## config.mk

```make
export PLATFORM = sky130hd
export DESIGN_NAME = bus_txn_sequencer
export DESIGN_NICKNAME = d
export VERILOG_FILES = /design/src/rtl/bus_txn_seq_pkg.sv /design/src/rtl/seq_run_cnt.sv /design/src/rtl/seq_outcome.sv /design/src/rtl/bus_txn_sequencer.sv
export SDC_FILE = /design/constraint.sdc
export NUM_CORES = 1
export LEC_CHECK = 0
export BUFFER_PORTS_ARGS = -buffer_cell sky130_fd_sc_hd__buf_2
export CAP_MARGIN = 20
export CORE_MARGIN = 4
export CORE_UTILIZATION = 45
export DETAILED_ROUTE_END_ITERATION = 8
export PLACE_DENSITY = 0.78
export SLEW_MARGIN = 40
export SYNTH_ARGS = -nofsm -noshare
export SYNTH_HDL_FRONTEND = slang
export SYNTH_SLANG_ARGS = --single-unit
```

## constraint.sdc

```tcl
create_clock -name clk -period 2.4 [get_ports clk]
set_clock_uncertainty 0.15 [all_clocks]
set_input_delay 0.24 -clock clk [delete_from_list [all_inputs] [get_ports clk]]
set_output_delay 0.24 -clock clk [all_outputs]
set_load 0.05 [all_outputs]
```

## src/rtl/bus_txn_seq_pkg.sv

```systemverilog
package bus_txn_seq_pkg;

    typedef enum logic [1:0] {
        CMD_ACCESS = 2'd0,
        CMD_POLL   = 2'd1,
        CMD_TERM   = 2'd2
    } cmd_e;

    typedef enum logic [2:0] {
        ST_OK     = 3'd0,
        ST_STUCK  = 3'd1,
        ST_ERRTAG = 3'd2,
        ST_TMO    = 3'd3,
        ST_CRC    = 3'd4,
        ST_REJECT = 3'd5
    } stat_e;

    localparam logic [1:0] TAG_ACK  = 2'd0;
    localparam logic [1:0] TAG_BUSY = 2'd1;

    localparam int POLL_FLOOR = 21;

    typedef enum logic [3:0] {
        S_INIT, S_IDLE, S_SEND, S_TXW, S_ECHO, S_RXGO, S_RXW,
        S_GAP, S_PRIME, S_BPRE, S_BLOW, S_BECHO, S_BPOST, S_DONE
    } state_e;

endpackage

```

## src/rtl/seq_run_cnt.sv

```systemverilog
module seq_run_cnt #(
    parameter int W       = 8,
    parameter int RST_VAL = 0
) (
    input  logic         clk,
    input  logic         rst_n,
    input  logic         ld,
    input  logic [W-1:0] ld_val,
    output logic         zero
);
    logic [W-1:0] cnt_d, cnt_q;

    always_comb begin
        if (ld)
            cnt_d = ld_val;
        else if (cnt_q != '0)
            cnt_d = cnt_q - 1'b1;
        else
            cnt_d = cnt_q;
    end

    always_ff @(posedge clk or negedge rst_n) begin
        if (!rst_n) cnt_q <= W'(RST_VAL);
        else        cnt_q <= cnt_d;
    end

    assign zero = (cnt_q == '0);
endmodule

```

## src/rtl/seq_outcome.sv

```systemverilog
module seq_outcome
    import bus_txn_seq_pkg::*;
(
    input  logic       tmo,
    input  logic       crc,
    input  logic [1:0] tag,
    input  logic       term_ph,
    output stat_e      stat,
    output logic       retry
);
    always_comb begin
        retry = 1'b0;
        if (tmo)
            stat = ST_TMO;
        else if (crc)
            stat = ST_CRC;
        else if (tag == TAG_ACK)
            stat = term_ph ? ST_STUCK : ST_OK;
        else begin
            stat  = ST_ERRTAG;
            retry = (tag == TAG_BUSY) && !term_ph;
        end
    end
endmodule

```

## src/rtl/bus_txn_sequencer.sv

```systemverilog
module bus_txn_sequencer
    import bus_txn_seq_pkg::*;
#(
    parameter int ADDR_W       = 21,
    parameter int DATA_W       = 32,
    parameter int BUSY_MAX     = 100,
    parameter int POLL_IDLE    = 100,
    parameter int PRIME_CYC    = 100,
    parameter int ECHO_CYC     = 16,
    parameter int PRE_BRK_CYC  = 50,
    parameter int BRK_CYC      = 256,
    parameter int POST_BRK_CYC = 16000,
    parameter int INIT_CYC     = 5000
) (
    input  logic              clk,
    input  logic              rst_n,
    input  logic              req_rd,
    input  logic              req_wr,
    input  logic              req_brk,
    input  logic [1:0]        req_link,
    input  logic [1:0]        req_slave,
    input  logic [ADDR_W-1:0] req_addr,
    input  logic [2:0]        req_size,
    input  logic [DATA_W-1:0] req_wdata,
    output logic              busy,
    output logic              stat_vld,
    output logic [2:0]        stat,
    output logic [DATA_W-1:0] rdata,
    output logic              tx_go,
    output logic [1:0]        tx_kind,
    output logic [1:0]        tx_slave,
    output logic [ADDR_W-1:0] tx_addr,
    output logic              tx_wr,
    output logic [2:0]        tx_size,
    output logic [DATA_W-1:0] tx_wdata,
    input  logic              tx_done,
    output logic              rx_go,
    output logic [2:0]        rx_bytes,
    input  logic              rx_done,
    input  logic [1:0]        rx_tag,
    input  logic [DATA_W-1:0] rx_data,
    input  logic              rx_tmo,
    input  logic              rx_crc,
    output logic              ln_en,
    output logic              ln_dat
);
    localparam int GAP_CYC = (POLL_IDLE < POLL_FLOOR) ? POLL_FLOOR : POLL_IDLE;

    function automatic int max2(int a, int b);
        return (a > b) ? a : b;
    endfunction

    localparam int MAX_RUN = max2(max2(max2(INIT_CYC, POST_BRK_CYC), max2(BRK_CYC, PRE_BRK_CYC)),
                                  max2(max2(ECHO_CYC, PRIME_CYC), GAP_CYC));
    localparam int CW = $clog2(MAX_RUN + 1);
    localparam int TW = $clog2(BUSY_MAX + 1);

    typedef struct packed {
        state_e              st;
        logic [TW-1:0]       tries;
        logic                term_ph;
        cmd_e                cmd;
        logic                rd;
        logic                wr;
        logic [1:0]          slave;
        logic [ADDR_W-1:0]   addr;
        logic [2:0]          size;
        logic [DATA_W-1:0]   wdata;
        stat_e               stat;
        logic [DATA_W-1:0]   rdata;
    } seq_t;

    seq_t          q, d;
    logic          cnt_ld;
    logic [CW-1:0] cnt_val;
    logic          cnt_zero;
    stat_e         oc_stat;
    logic          oc_retry;

    seq_run_cnt #(.W(CW), .RST_VAL(INIT_CYC - 1)) i_run (
        .clk    (clk),
        .rst_n  (rst_n),
        .ld     (cnt_ld),
        .ld_val (cnt_val),
        .zero   (cnt_zero)
    );

    seq_outcome i_oc (
        .tmo     (rx_tmo),
        .crc     (rx_crc),
        .tag     (rx_tag),
        .term_ph (q.term_ph),
        .stat    (oc_stat),
        .retry   (oc_retry)
    );

    always_comb begin
        d       = q;
        cnt_ld  = 1'b0;
        cnt_val = '0;
        unique case (q.st)
            S_INIT: if (cnt_zero) d.st = S_IDLE;
            S_IDLE: begin
                if (req_brk || req_wr || req_rd) begin
                    d.tries   = '0;
                    d.term_ph = 1'b0;
                    d.cmd     = CMD_ACCESS;
                    d.rd      = !req_brk && !req_wr;
                    d.wr      = !req_brk && req_wr;
                    d.slave   = req_slave;
                    d.addr    = req_addr;
                    d.size    = req_size;
                    d.wdata   = req_wdata;
                    d.rdata   = '0;
                    d.stat    = ST_OK;
                    if (req_link != 2'd0) begin
                        d.stat = ST_REJECT;
                        d.st   = S_DONE;
                    end else if (req_brk) begin
                        d.st    = S_BPRE;
                        cnt_ld  = 1'b1;
                        cnt_val = CW'(PRE_BRK_CYC - 1);
                    end else begin
                        d.st = S_SEND;
                    end
                end
            end
            S_SEND: d.st = S_TXW;
            S_TXW: if (tx_done) begin
                d.st    = S_ECHO;
                cnt_ld  = 1'b1;
                cnt_val = CW'(ECHO_CYC - 1);
            end
            S_ECHO: if (cnt_zero) d.st = S_RXGO;
            S_RXGO: d.st = S_RXW;
            S_RXW: if (rx_done) begin
                cnt_ld = 1'b1;
                if (oc_retry) begin
                    d.st    = S_GAP;
                    cnt_val = CW'(GAP_CYC - 1);
                end else begin
                    d.st    = S_PRIME;
                    cnt_val = CW'(PRIME_CYC - 1);
                    d.stat  = oc_stat;
                    if (oc_stat == ST_OK && q.rd) d.rdata = rx_data;
                end
            end
            S_GAP: if (cnt_zero) begin
                d.st = S_SEND;
                if (q.tries < TW'(BUSY_MAX)) begin
                    d.tries = q.tries + 1'b1;
                    d.cmd   = CMD_POLL;
                end else begin
                    d.term_ph = 1'b1;
                    d.cmd     = CMD_TERM;
                end
            end
            S_PRIME: if (cnt_zero) d.st = S_DONE;
            S_BPRE: if (cnt_zero) begin
                d.st    = S_BLOW;
                cnt_ld  = 1'b1;
                cnt_val = CW'(BRK_CYC - 1);
            end
            S_BLOW: if (cnt_zero) begin
                d.st    = S_BECHO;
                cnt_ld  = 1'b1;
                cnt_val = CW'(ECHO_CYC - 1);
            end
            S_BECHO: if (cnt_zero) begin
                d.st    = S_BPOST;
                cnt_ld  = 1'b1;
                cnt_val = CW'(POST_BRK_CYC - 1);
            end
            S_BPOST: if (cnt_zero) d.st = S_DONE;
            S_DONE: d.st = S_IDLE;
            default: d.st = S_IDLE;
        endcase
    end

    always_ff @(posedge clk or negedge rst_n) begin
        if (!rst_n) begin
            q    <= '0;
            q.st <= S_INIT;
        end else begin
            q <= d;
        end
    end

    assign busy     = (q.st != S_IDLE);
    assign stat_vld = (q.st == S_DONE);
    assign stat     = q.stat;
    assign rdata    = q.rdata;
    assign tx_go    = (q.st == S_SEND);
    assign tx_kind  = q.cmd;
    assign tx_slave = q.slave;
    assign tx_addr  = q.addr;
    assign tx_wr    = q.wr;
    assign tx_size  = q.size;
    assign tx_wdata = q.wdata;
    assign rx_go    = (q.st == S_RXGO);
    assign rx_bytes = (q.rd && q.cmd != CMD_TERM) ? q.size : 3'd0;
    assign ln_en    = (q.st inside {S_INIT, S_ECHO, S_GAP, S_PRIME,
                                    S_BPRE, S_BLOW, S_BECHO, S_BPOST});
    assign ln_dat   = (q.st != S_BLOW);
endmodule

```

# ---- After elaboration in Yosys (flattened, before gate mapping)
# Index checks and enable logic that the tools add are counted.
dict set report word_totals {
  regBits 123
  input_bits 103
  output_inout_bits 105
  elab_cells 125
}
dict set report classes {
  addsub 2
  n_lt_le_gt_ge 1
  eq_ne 31
  muxes 49
  reduce_logical 29
}
# operator count
set op_table {}
lappend op_table {{two-way mux 109 bit} 1}
lappend op_table {{one-hot mux 14 bit (6 select lines)} 1}
lappend op_table {{two-way mux 35 bit} 2}
lappend op_table {{one-hot mux 35 bit (2 select lines)} 1}
lappend op_table {{two-way mux 14 bit} 4}
lappend op_table {{two-way mux 4 bit} 13}
lappend op_table {{one-hot mux 4 bit (12 select lines)} 1}
lappend op_table {{two-way mux 32 bit} 1}
lappend op_table {{inequality test 2 bit (second input constant)} 14}
lappend op_table {{== test 4 bit (second input constant)} 6}
lappend op_table {{one-hot mux 10 bit (2 select lines)} 1}
lappend op_table {{two-way mux 6 bit} 3}
lappend op_table {{== test 4 x 3 -> 1 bit (second input constant)} 4}
lappend op_table {{two-way mux 3 bit} 5}
lappend op_table {{zero test 14 bit} 1}
lappend op_table {{two-way mux 7 bit} 2}
lappend op_table {{nonzero test 14 bit} 1}
lappend op_table {{subtractor 14 x 1 -> 14 bit (second input constant)} 1}
lappend op_table {{AND reduction 4 bit} 3}
lappend op_table {{two-way mux 1 bit} 11}
lappend op_table {{AND reduction 10 bit} 1}
lappend op_table {{== test 4 x 2 -> 1 bit (second input constant)} 2}
lappend op_table {{two-way mux 8 bit} 1}
lappend op_table {{nonzero test 2 bit} 4}
lappend op_table {{other kinds (21)} 28}

# ---- Logic depth before layout (Yosys ltp)
# Gate-level depths: netlist of run 1.
dict set report logic_depth {
  word_depth 10
  mapped_depth 8
  mapped_depth_nobuf 7
}

# ---- Cells and area by module
# Synthesis of run 1 repeated with hierarchy kept, for this count alone.
dict set report unflattened {
  hier_cells 660
  area_unflattened_um2 6253.5
}
# mod n_inst cells_per_inst area_per_inst_um2 seq_area_each_um2
set modules_own_cells {}
lappend modules_own_cells {bus_txn_sequencer 1 568 5371.4 2727.6}
lappend modules_own_cells {seq_run_cnt 1 85 837.1 359.1}
lappend modules_own_cells {seq_outcome 1 7 45.0 0.0}

# ---- Worst setup path after synthesis of run 1
# Ideal clock, no wire load.
dict set report synth_path {
  path_type {register -> register}
  startpoint {register q[105] in the netlist's numbering}
  endpoint {register q[106] in the netlist's numbering}
  setup_ns 0.122
  arrival_time_ns 2.317
  required_ns 2.128
  slack_ns -0.188
  stages_incl_launch_ff 7
  n_path_buf 1
  synth_period_minus_slack_ns 2.588
  path_cell_list {dfrtp_1 clkbuf_1 nand4b_1 nand3_1 a222oi_1 o211ai_1 a32o_1}
}
dict set report synth_between {
  elab_chain_len 4
  word_cells_on_any_way 26
  classes_between {22 x eq/ne; 1 x mux; 3 x reduce/logical}
}
# element line_no
set synth_rtl {}
lappend synth_rtl {{from (decl)} bus_txn_sequencer.sv:73} ;# seq_t q, d;
lappend synth_rtl {{== test 4 bit} bus_txn_sequencer.sv:101} ;# unique case (q.st)
lappend synth_rtl {{OR reduction 2 bit (no source line)} n/a}
lappend synth_rtl {{inequality test 2 x 1 -> 1 bit (no source line)} n/a}
lappend synth_rtl {{AND reduction 10 bit (no source line)} n/a}
# Several ways; a longest one is shown, not always the timed one.
# A chain may end at the register's enable or synchronous reset.

# ---- Worst setup path in the final report of run 1
dict set report layout_path {
  startpoint {register i_run.cnt_q[0]}
  endpoint {register i_run.cnt_q[6]}
}
dict set report layout_between {
  elab_chain_len 4
  word_cells_on_any_way 11
  classes_between {1 x add/sub; 7 x mux; 3 x reduce/logical}
}
# element line_no
set layout_rtl {}
lappend layout_rtl {{from (decl)} seq_run_cnt.sv:11} ;# logic [W-1:0] cnt_d, cnt_q;
lappend layout_rtl {{from (signal assigned)} seq_run_cnt.sv:23} ;# if (!rst_n) cnt_q <= W'(RST_VAL);
lappend layout_rtl {{from (signal assigned)} seq_run_cnt.sv:24} ;# else cnt_q <= cnt_d;
lappend layout_rtl {{parallel branches: the longest is 4 deep, another holds subtractor 14 x 1 -> 14 bit} n/a}
# Parallel ways; which one is timed is not known. The select of a mux whose other input is x is not followed.

==> results of run 1 <==
cell usage after synthesis (all sizes together), types with 2 or more instances:
library cell	count
nor2b	3
o21ai	53
or4	2
nand2	246
inv	12
nor2	28
nor3	9
o211ai	5
ha	2
a21oi	11
a31oi	6
nor4	7
a211oi	2
xor2	3
or3	5
dfrtp	116
or3b	2
clkbuf	20
nand4	4
and3	2
dfstp	7
a32o	2
xnor2	10
o31ai	3
o21a	3
nand2b	5
nand3	9
buf	106
nand3b	2
cells in the final DEF (no fill, tap or decap), types with 6 or more instances in the layout:
master         netlist  layout
a21oi_1             11      11
nor2_1              28      26
a31oi_1              6       6
nor3_1               9       9
o21ai_0             53      53
dfrtp_1            116     115
xnor2_1             10      10
nand2_1            246     245
dlygate4sd3_1        0      93
buf_2               10     206
inv_1               11      11
dfstp_2              7       7
buf_4               95      16
clkbuf_16            0      17
nand3_1              9       8
cell families (layout without fill, tap and decap cells):
kind of cell,Yosys count,in the layout,synth area share (%)
fa+ha+maj,2,2,0.407
simple gates,332,332,23.4
xor+xnor,13,13,1.85
compound gates,98,98,9.56
flops,123,123,50.2
buf+inv,138,360,14.4
mux,1,1,0.183
metrics by stage:
| step | hold WS, ns | area [um2] | setup WS, ns | util, % | TNS [ns] |
|---|---|---|---|---|---|
| floorplan | -0.206 | 6160 | 0.0148 | - | 0 |
| global placement | 0.0405 | 6790 | 0.124 | 51.1 | 0 |
| detailed placement | 0.0440 | 6790 | 0.0606 | 51.1 | 0 |
| CTS | 0.00470 | 8270 | 0.0172 | 62.2 | 0 |
| global route | 0.0239 | 8280 | -0.0199 | 62.3 | -0.0251 |
| finish | 0.0278 | 8280 | 0.0726 | 62.3 | 0 |
state kept, by name (all words and copies together) (netlist names):
| signal | cells |
|---|---|
| rdata | 32 |
| tx_wdata | 32 |
| tx_addr | 21 |
| i_run.cnt_q | 14 |
| q | 13 |
| stat | 3 |
| tx_size | 3 |
| tx_kind | 2 |
| tx_slave | 2 |
| tx_wr | 1 |
worst register-to-register path, stage by stage, from the launching register on:
cell and delay, ns:
dfstp_2 0.37, inv_1 0.09, ha_1 0.21, nor3b_2 0.30
nand4_2 0.17, buf_4 0.21, o311ai_1 0.43, o211ai_1 0.17
o21a_1 0.12
layout make-up:
cell class                      instances  area [um2]
Timing Repair Buffer                  319        2160
Sequential cell                       123        3090
Tap cell                              176         220
Fill cell                            1057        5020
Clock inverter                          8        97.6
Clock buffer                           21         450
Inverter                               12        45.0
Multi-Input combinational cell        446        2220
report_power, final:
group	switching (mW)	leakage, nW	total, mW	internal [mW]
clock network	0.860	0.261	2.39	1.53
logic	3.87	2.37	5.36	1.48
registers	0.586	1.56	3.43	2.84
metal layers:
| metal | up-vias | part of all wire (%) | track usage (%) |
|---|---|---|---|
| met1 | 2619 | 41 | 29.0 |
| met5 | - | 0 | 0 |
| li1 | 2642 | - | - |
| met2 | 292 | 48 | 37.2 |
| met4 | 0 | 2.6 | 8.16 |
| met3 | 40 | 8.1 | 6.60 |
how the worst min path moves through the flow:
| stage | start | endpoint | slack, ns | cells after the start |
|---|---|---|---|---|
| final | req_wr | tx_wr | 0.03 | 2 |
| after global routing | req_wr | tx_wr | 0.02 | 2 |
| after CTS | req_wr | tx_wr | 0.005 | 2 |
| after detailed placement | rst_n | tx_addr[16] | 0.04 | 1 |
| after global placement | rst_n | tx_addr[15] | 0.04 | 1 |
| after floorplan | rst_n | i_run.cnt_q[10] | -0.21 | 0 |
repair_timing:
| action | in CTS | in global routing |
|---|---|---|
| setup endpoints to repair | 0 | 11 |
| gates resized for setup | 0 | 2 |
| hold buffers | 93 | 0 |
| endpoints found under the hold margin | 119 | 0 |
==> flow_summary.json, run 1 <==
{
  "outcome": "finished clean",
  "ys.flop_type": "dfrtp_1",
  "antenna_found_initial": 0,
  "die_w_um": 125,
  "synth.top_cell.area_share_pct": 47.2,
  "cts_post_setup_buffers_inserted": 0,
  "max-slew-margin-rel_pct": 61.7,
  "clockBufferDepth": 2,
  "drc": 0,
  "powerDensity_nw_per_um2": 1350,
  "yosysSeqAreaShare_pct": 50.2,
  "start_util_pct": 46.3,
  "totalWireLength_um": 17600,
  "core.rowCount": 42,
  "ios": 208,
  "place_hpwl_um": 10600,
  "yosysTopAreaCell": "dfrtp_1",
  "core-area_um2": 13300,
  "crit_fanout": 9,
  "area_growth_pct": 34.6,
  "drive_gt1_share_pct": 29.5,
  "r2r_end": "i_run.cnt_q[6]",
  "syn_inst": 707,
  "die_area_um2": 15600,
  "place_inst": 983,
  "grt_max_degree": 67,
  "fin_total_pwr_mw": 11.2,
  "hold_violations": 0,
  "dr.first_iter.drc_count": 352,
  "cts_tree": "yes",
  "ff2ff_setup_slack_ns": 0.07,
  "avgSynthCellArea_um2": 8.70,
  "drv_cap": 0,
  "required_ns": 2.54,
  "path_cells": "inv_1 -> ha_1 -> nor3b_2 -> nand4_2 -> buf_4 -> o311ai_1 -> o211ai_1 -> o21a_1",
  "grt_pass1_vias": 5696,
  "worstSetupPathType": "flip-flop to flip-flop",
  "period_minus_slack_ns": 2.33,
  "routed-via-count": 5593,
  "synth_nets": 812,
  "nNetsFinal": 1024,
  "fmax_ghz": 0.430,
  "io_buffers": 207,
  "critPathSlowestCell": "o311ai_1",
  "min_period_over_period_pct": 97.0,
  "grt_usage_pct": 22.8,
  "clkTransAtPathRegs_ns": 0.05,
  "cpPeakStageDelay_ns": 0.43,
  "cts.sinks": 123,
  "min_path_type": "primary input to flip-flop",
  "antenna_cells": 0,
  "crit_end": "i_run.cnt_q[6]",
  "cp.depth": 8,
  "synthArstFlopShare_pct": 100,
  "stdcell_count": 1105,
  "r2r_cells": 8,
  "syn_area_um2": 6150,
  "yosys_warnings": 0,
  "path_buf_inv": 2,
  "drv_slew": 0,
  "ys_ff_latch": 123,
  "firstDrtPassIters": 5,
  "synth.area.top_cells": "dfrtp_1 47%, nand2_1 15%, buf_4 12%",
  "overflow": 0,
  "ir_drop_mv": 0.903,
  "place.gp.congestion": 0.859,
  "crit_start": "i_run.cnt_q[0]",
  "arrival_ns": 2.47,
  "viasPerCell": 5.06,
  "rr_startpoint": "i_run.cnt_q[0]",
  "worst_pin_slew_ns": 0.569,
  "synth-edff-count": 0,
  "synth.distinct_cells": 57,
  "p_leak_nw": 4.20,
  "htreeDepth": 4,
  "critPathTopFamily": "compound AO/OA/AOI/OAI gates",
  "finalSetupViolCount": 0,
  "cts_buffers": 17,
  "end_kind": "flip-flop",
  "startpoint_type": "flip-flop",
  "chipHeight_um": 125,
  "cts_root_buffer": "clkbuf_16",
  "grt_pass1_wl_um": 29000,
  "clk_latency_ns": 0.40,
  "drtAntennaViolNets": 0,
  "wl_per_cell_um": 15.9
}
No activity file was read; power rests on OpenSTA's default activity.
==> run 2, diff against run 1 <==
CTS_BUF_LIST = sky130_fd_sc_hd__clkbuf_4   (was not set)
==> flow_summary.json, run 2 (same netlist as run 1, synthesis figures left out) <==
{
  "outcome": "finished clean",
  "p_leak_nw": 4.11,
  "firstDrtPassIters": 5,
  "drive_gt1_share_pct": 29.5,
  "core-area_um2": 13300,
  "drv_slew": 0,
  "totalWireLength_um": 17500,
  "grt_pass1_wl_um": 28800,
  "hold_end": "i_run.cnt_q[7]",
  "arrival_ns": 2.56,
  "max-slew-margin-rel_pct": 59.6,
  "overflow": 0,
  "core.rowCount": 42,
  "powerDensity_nw_per_um2": 1250,
  "hold_start": "rx_done",
  "drv_cap": 0,
  "antenna_cells": 0,
  "fmax_ghz": 0.436,
  "hold_violations": 0,
  "fin_setup_tns_ns": 0,
  "end_kind": "flip-flop",
  "min_path_type": "primary input to flip-flop",
  "routed-via-count": 5551,
  "grt_max_degree": 67,
  "dr.first_iter.drc_count": 375,
  "clkTransAtPathRegs_ns": 0.11,
  "worstSetupPathType": "flip-flop to flip-flop",
  "ff2ff_setup_slack_ns": 0.10,
  "htreeDepth": 4,
  "crit_fanout": 9,
  "wl_per_cell_um": 15.7,
  "place_hpwl_um": 10600,
  "min_period_over_period_pct": 95.7,
  "drtAntennaViolNets": 0,
  "fill_cells": 1086,
  "die_area_um2": 15600,
  "final_common_cell": "nand2_1",
  "cts_tree": "yes",
  "worst_pin_slew_ns": 0.600,
  "place_ws_ns": 0.0606,
  "r2r_cells": 8,
  "finalSetupViolCount": 0,
  "startpoint_type": "flip-flop",
  "io_buffers": 207,
  "setup_ws_ns": 0.104,
  "final_cell_mix": "245 x nand2_1, 206 x buf_2, 115 x dfrtp_1, 102 x dlygate4sd3_1, 53 x o21ai_0",
  "start_util_pct": 46.3,
  "grt_usage_pct": 22.7,
  "grt_pass1_vias": 5701,
  "chipHeight_um": 125,
  "viasPerCell": 4.98,
  "die_w_um": 125,
  "ir_drop_mv": 0.844,
  "drc": 0,
  "ios": 208,
  "rr_startpoint": "i_run.cnt_q[0]",
  "grt_setup_unrepaired": "false",
  "cts_root_buffer": "clkbuf_4",
  "nNetsFinal": 1034,
  "clk_latency_ns": 0.51,
  "required_ns": 2.66,
  "cts_buffers": 17,
  "clockBufferDepth": 2,
  "r2r_end": "i_run.cnt_q[6]",
  "cts.sinks": 123,
  "min_path_cells": 5,
  "area_growth_pct": 31.4,
  "antenna_found_initial": 0,
  "period_minus_slack_ns": 2.30,
  "place.gp.congestion": 0.859
}
==> run 2: per-layer routing <==
metal / vias to the layer above / part of all wire (%) / global-route usage [%]
met5: - / 0 / 0
li1: 2663 / - / -
met2: 278 / 48 / 37.0
met1: 2572 / 42 / 28.4
met3: 38 / 8.0 / 7.59
met4: 0 / 2.1 / 8.23
==> run 2: layout make-up <==
cell class                      instances  area [um2]  share of cell area, %
Multi-Input combinational cell        446        2220                   27.4
Clock inverter                          9         101                   1.25
Sequential cell                       123        3090                   38.2
Timing Repair Buffer                  329        2260                   28.0
Inverter                               12        45.0                  0.557
Tap cell                              176         220                   2.73
Clock buffer                           20         150                   1.86
==> run 2: how the worst max path moves through the flow <==
stage | start | end | slack, ns | cells past startpoint
after floorplan | i_run.cnt_q[0] | q[106] | 0.01 | 7
final | i_run.cnt_q[0] | i_run.cnt_q[6] | 0.10 | 8
after global routing | i_run.cnt_q[0] | i_run.cnt_q[6] | 0.009 | 8
after CTS | i_run.cnt_q[0] | i_run.cnt_q[6] | 0.01 | 8
after detailed placement | i_run.cnt_q[0] | i_run.cnt_q[6] | 0.06 | 8
after global placement | i_run.cnt_q[0] | i_run.cnt_q[6] | 0.12 | 8
==> run 2: metrics by stage <==
step           hold WS [ns]  cells  utilization, %  instance area (um2)  power (mW)
3_5_place_dp         0.0440    983            51.1                 6790        8.57
5_1_grt              0.0493   1115            60.8                 8080        10.8
4_1_cts              0.0135   1115            60.7                 8080        10.1
2_1_floorplan        -0.206    707               -                 6160        7.90
6_report             0.0872   1115            60.8                 8080        10.1
3_3_place_gp         0.0405    983            51.1                 6790        8.46
==> run 2: timing repair <==
item | 4_1_cts | 5_1_grt
endpoints found under the setup margin | 1 | 10
gates cloned | 0 | 0
endpoints found under the hold margin | 217 | 0
hold buffers | 102 | 0
setup buffers | 1 | 0
pin swaps | 1 | 0
resized for setup | 1 | 1
==> run 2: critical path: stages, from the launching register on <==
cell      delay [ns]
dfstp_2         0.39
inv_1           0.09
ha_1            0.20
nor3b_2         0.28
nand4_2         0.17
buf_4           0.20
o311ai_1        0.43
o211ai_1        0.16
o21a_1          0.12
==> run 2: power by group <==
group / switching (mW) / internal, mW
combinational: 3.87 / 1.51
clock: 0.719 / 0.626
sequential: 0.578 / 2.83
total: 5.17 / 4.97
